--- src/rtl/knn_queue.sv ---
module knn_queue #(
  parameter int K      = 8,
  parameter int PTR_W  = 16,
  parameter int DIST_W = 24,
  localparam int CNT_W = $clog2(K + 1),
  localparam int IDX_W = $clog2(K)
) (
  input  logic              clk,
  input  logic              rst_n,
  input  logic              clear_i,
  input  logic              mode_fixed_i,
  input  logic [DIST_W-1:0] fixed_radius_i,
  input  logic              cand_valid_i,
  input  logic [PTR_W-1:0]  cand_ptr_i,
  input  logic [DIST_W-1:0] cand_dist_i,
  input  logic              done_i,
  output logic [DIST_W-1:0] radius_o,
  output logic [CNT_W-1:0]  count_o,
  output logic              result_valid_o,
  input  logic [IDX_W-1:0]  rd_idx_i,
  output logic [PTR_W-1:0]  rd_ptr_o,
  output logic [DIST_W-1:0] rd_dist_o
);

  logic [PTR_W-1:0]    ptr_q   [K];
  logic [DIST_W-1:0]   dist_q  [K];
  logic [PTR_W-1:0]    nxt_ptr [K];
  logic [DIST_W-1:0]   nxt_dist[K];
  logic [K*DIST_W-1:0] dist_flat;
  logic [CNT_W-1:0]    count_q, pos, cnt_next;
  logic [DIST_W-1:0]   radius_q;
  logic                fixed_q, done_q, full, accept;

  assign full     = count_q == CNT_W'(K);
  assign cnt_next = full ? count_q : count_q + 1'b1;
  assign accept   = cand_valid_i && !done_q && (cand_dist_i < radius_q) && !(fixed_q && full);

  always_comb begin
    pos = '0;
    for (int i = 0; i < K; i++)
      if ((CNT_W'(i) < count_q) && (dist_q[i] <= cand_dist_i))
        pos = pos + 1'b1;
  end

  for (genvar gi = 0; gi < K; gi++) begin : g_slot
    if (gi == 0) begin : g_head
      assign nxt_ptr[gi]  = (pos == '0) ? cand_ptr_i  : ptr_q[gi];
      assign nxt_dist[gi] = (pos == '0) ? cand_dist_i : dist_q[gi];
    end else begin : g_tail
      assign nxt_ptr[gi]  = (CNT_W'(gi) < pos)  ? ptr_q[gi]  :
                            (CNT_W'(gi) == pos) ? cand_ptr_i : ptr_q[gi-1];
      assign nxt_dist[gi] = (CNT_W'(gi) < pos)  ? dist_q[gi]  :
                            (CNT_W'(gi) == pos) ? cand_dist_i : dist_q[gi-1];
    end
    assign dist_flat[gi*DIST_W +: DIST_W] = dist_q[gi];
  end

  always_ff @(posedge clk) begin
    if (!rst_n) begin
      count_q  <= '0;
      radius_q <= '1;
      fixed_q  <= 1'b0;
      done_q   <= 1'b0;
      for (int i = 0; i < K; i++) begin
        ptr_q[i]  <= '0;
        dist_q[i] <= '0;
      end
    end else if (clear_i) begin
      count_q  <= '0;
      fixed_q  <= mode_fixed_i;
      radius_q <= mode_fixed_i ? fixed_radius_i : '1;
      done_q   <= 1'b0;
    end else begin
      if (done_i) done_q <= 1'b1;
      if (accept) begin
        for (int i = 0; i < K; i++) begin
          ptr_q[i]  <= nxt_ptr[i];
          dist_q[i] <= nxt_dist[i];
        end
        count_q <= cnt_next;
        if (!fixed_q)
          radius_q <= (cnt_next == CNT_W'(K)) ? nxt_dist[K-1] : '1;
      end
    end
  end

  assign radius_o       = radius_q;
  assign count_o        = count_q;
  assign result_valid_o = done_q;
  assign rd_ptr_o       = (CNT_W'(rd_idx_i) < count_q) ? ptr_q[rd_idx_i]  : '0;
  assign rd_dist_o      = (CNT_W'(rd_idx_i) < count_q) ? dist_q[rd_idx_i] : '0;

endmodule


--- config.mk ---
export PLATFORM = sky130hd
export DESIGN_NAME = knn_queue
export DESIGN_NICKNAME = d
export VERILOG_FILES = /design/src/rtl/knn_queue.sv
export SDC_FILE = /design/constraint.sdc
export NUM_CORES = 1
export LEC_CHECK = 0
export CORE_AREA = 2 2 207 209
export DETAILED_ROUTE_END_ITERATION = 8
export DIE_AREA = 0 0 209 211
export GPL_TIMING_DRIVEN = 0
export PLACE_DENSITY_LB_ADDON = 0.3
export SYNTH_ARGS = -nofsm -noshare
export SYNTH_HDL_FRONTEND = slang
export SYNTH_SLANG_ARGS = --single-unit
--- constraint.sdc ---
create_clock -name clk -period 14 [get_ports clk]
set_clock_uncertainty 0.15 [all_clocks]
set_input_delay 2.8 -clock clk [delete_from_list [all_inputs] [get_ports clk]]
set_output_delay 2.8 -clock clk [all_outputs]
set_load 0.03 [all_outputs]
==> summary.md <==
| Metric | Value |
|---|---|
| Status | completed |
| Root Driver | clkbuf_16 |
| Starting Density | 0.595 |
| First-pass GRT wire length | ~120000 um |
| CTS resizes | 0 |
| First-pass detailed-route iteration total | 6 |
| Final Hold Fails | 0 |
| Peak supply drop | 0.0948 mV |
| Slew @ Worst Pin | 1390 ps |
| Setup TNS | 0 ps |
| Worst Setup End Kind | register |
| Site row count | between 70 and 80 |
| Routed vias/inst | roughly 6.7 |
| Cts bufs inserted | 40 |
| Initial antenna violation count | 0 |
| Synth top area share | 0.386 |
| Slew Limit Fails | 0 |
| Total grt overflow | 0 |
| Crit Path Class | in2reg |
| Clock latency on the worst-skew pair | just under 600 ps |
| Leak | approximately 12 nW |
| R2R Path Start | dist_q[0][1] |
| Post-synthesis compound-gate area fraction | 0.0989 |
| Initial DRC Count | approximately 2500 |
| Synth Area in Simple Gates | 0.120 |
| Largest net degree at the start of global routing | 34 |
| Core area | approximately 0.042 mm^2 |
| GPL Wtd Cong | slightly below 1 |
| Placed insts | approximately 3000 |
| GRT Overall Usage | 0.377 |
| Unrepaired setup endpoints after global routing | false |
| Final #Nets | between 2000 and 3000 |
| Setup Fix Bufs, Post-CTS | 0 |
| Fmax | slightly above 0.08 GHz |
| Post-route setup slack | ~1600 ps |
| CTS tree | done |
| Synth async-reset ratio | 0 |
| Crit start category | primary input |
| Crit path DAT | 12500 ps |
| Layout cells sized above 1 | 0.0888 |
| Largest family of logic cells by synthesized area | multiplexers |
| Minimum clock period | approximately 12000 ps |
| Post-Layout Cell Count | ~3000 |
| Reg2reg path depth | 37 |
| Wire length per cell | 27.0 um |
| Worst slack at placement | around 1300 ps |
| Post-synth net total | about 2600 |
| Critical path fanouts, max | 33 |
| R2R setup slack | approximately 4600 ps |
| Area grow syn2layout | 15.4% |
| Distinct cell type count after synthesis | between 70 and 80 |
| Post-synthesis mux area share | 0.202 |
| CP Data Required Time | 14100 ps |
| Post-Synth Adder-Cell Area | 0.114 |
| Number of global-route vias before repair | 20600 |
| Largest stage delay, worst path | 760 ps |
| Yosys top cell by area | edfxtp_1 |
| Seq/Total Area, Yosys | 0.411 |
| Die ar. | about 0.044 mm^2 |
| End of the worst register-to-register path | dist_q[4][17] |
| Post-route ant nets | 0 |
| Netlist Area Pre-Place | between 0.02 and 0.025 mm^2 |
| EDFF count, synth | between 300 and 400 |
| CP Capture Point | dist_q[4][17] |
| Synth Area in XOR/XNOR | 0.00951 |
| Cells after Synth | roughly 2300 |
| Final period util | 0.886 |
| Die width | roughly 210 um |
| Synth warnings | 0 |
| Crit path launch | cand_dist_i[1] |
| # port buffers | between 100 and 150 |
| Hold buffers post-CTS | 0 |
| Diodes inserted | 0 |
| Final setup violation count | 0 |
| Dominant cells by area after synthesis | edfxtp_1, mux2i_1, ha_1, mux4_2, nand2_1 |
| CP max stage cell | clkdlybuf4s50_1 |
| CTS Buffer Depth | 3 |
| Clock transition at path regs | 60 ps |
| Syn Area/Cell | between 10 and 15 um^2 |
| I/O Pins | around 140 |
| DRC Markers | 0 |
| #FFs+latches synth | 350 |
| MaxCap Viol Count | 0 |
| Detailed-placement wirelength estimate | about 63000 um |
| Hold WC Path Type | reg2reg |
| Drt total wl | 83300 um |
| Primary FF master, synth | edfxtp_1 |
| Die H | ~210 um |
| Power per Cell Area | roughly 110 mW/mm^2 |
| CTS H-Tree Depth | 2 |
| Clock sinks | 350 |
| Slew headroom | 0.0507 |
| DR vias | slightly above 20000 |
==> worst min path at each step <==
stage | from | end | slack [ps] | cells after the start
finish | result_valid_o | result_valid_o | 360 | 2
global route | result_valid_o | result_valid_o | 390 | 2
CTS | result_valid_o | result_valid_o | 370 | 2
detailed placement | result_valid_o | result_valid_o | 360 | 2
global placement | result_valid_o | result_valid_o | 330 | 2
floorplan | fixed_q | fixed_q | 330 | 2
==> synth_stat cells (7+ instances only) <==
cell type	number
o21ai_0	89
a21o_1	36
xnor2_1	7
a211oi_1	35
dfxtp_1	30
buf_6	15
o31ai_1	7
nor2_1	191
clkbuf_1	88
buf_2	23
ha_1	226
buf_1	12
a21oi_1	102
inv_1	114
nor3_1	34
edfxtp_1	320
nand2b_1	19
o32a_1	24
mux4_2	80
o21a_1	12
nand3_1	17
o22ai_1	25
nor2b_1	11
nand4_1	47
nand2_1	329
and2_1	8
mux2i_1	322
==> metal layers <==
| layer | share of wire | vias up | routed length, um | GRT usage |
|---|---|---|---|---|
| met5 | 0 | - | 0 | 0 |
| met4 | 0.047 | 0 | 3930 | 0.176 |
| met3 | 0.10 | 228 | 8640 | 0.0837 |
| met2 | 0.48 | 1284 | 39600 | 0.631 |
| met1 | 0.37 | 9953 | 31100 | 0.470 |
| li1 | - | 9058 | - | - |
==> layout by cell type (no fill, tap or decap), types with 41 or more instances in the layout <==
cell type	synthesis	layout
mux2i_1	322	322
a21oi_1	102	102
ha_1	226	226
o21ai_0	89	87
nor2_1	191	191
clkdlybuf4s50_1	0	139
mux4_2	80	80
edfxtp_1	320	320
nand2_1	329	329
nand4_1	47	47
clkbuf_1	88	92
inv_1	114	114
clkbuf_16	0	41
==> logic make-up (layout without fill, tap and decap cells) <==
| kind of cell | after synthesis | after routing |
|---|---|---|
| AND/OR/NAND/NOR | 687 | 687 |
| multiplexers | 402 | 402 |
| AO/OA/AOI/OAI | 380 | 380 |
| flip-flops | 350 | 350 |
| buffers and inverters | 255 | 483 |
| adder cells (fa/ha/maj) | 226 | 226 |
| XOR/XNOR | 18 | 18 |
==> flip-flops by register name, summed over array words and instances, names as in the netlist <==
signal,cells
count_o,4
dist_q,192
fixed_q,1
ptr_q,128
radius_o,24
result_valid_o,1
==> power breakdown <==
part	internal (mW)	switching (mW)
sequential	1.24	0.0756
clock	0.648	0.466
combinational	0.237	0.348
==> metrics by stage <==
stage | util | cell area, um^2 | hold slack, ps | power (mW)
global placement | 0.645 | 26900 | 329 | 1.87
floorplan | - | 24900 | 326 | 1.66
detailed placement | 0.655 | 27400 | 357 | 1.90
finish | 0.687 | 28700 | 364 | 3.02
global route | 0.687 | 28700 | 387 | 3.10
CTS | 0.687 | 28700 | 369 | 3.00
==> layout make-up <==
| type | instances | area (um^2) |
|---|---|---|
| multi-input cells | 1713 | 13600 |
| repair buffers | 156 | 1740 |
| flip-flops and latches | 350 | 10200 |
| fillers | 3136 | 13100 |
| clock inverters | 27 | 297 |
| plain buffers | 141 | 682 |
| well taps | 539 | 674 |
| clock buffers | 45 | 1040 |
| inverters | 114 | 428 |
==> critical path: cells and delay by family <==
family	cells	cell delay (ps)
AOI/OAI and AO/OA	15	3700
xor gates and xnor gates	2	620
adders and majority gates	6	1730
buffers and inverters	7	2140
and+or+nand+nor	9	1450
(Power assumes the default switching activity.)
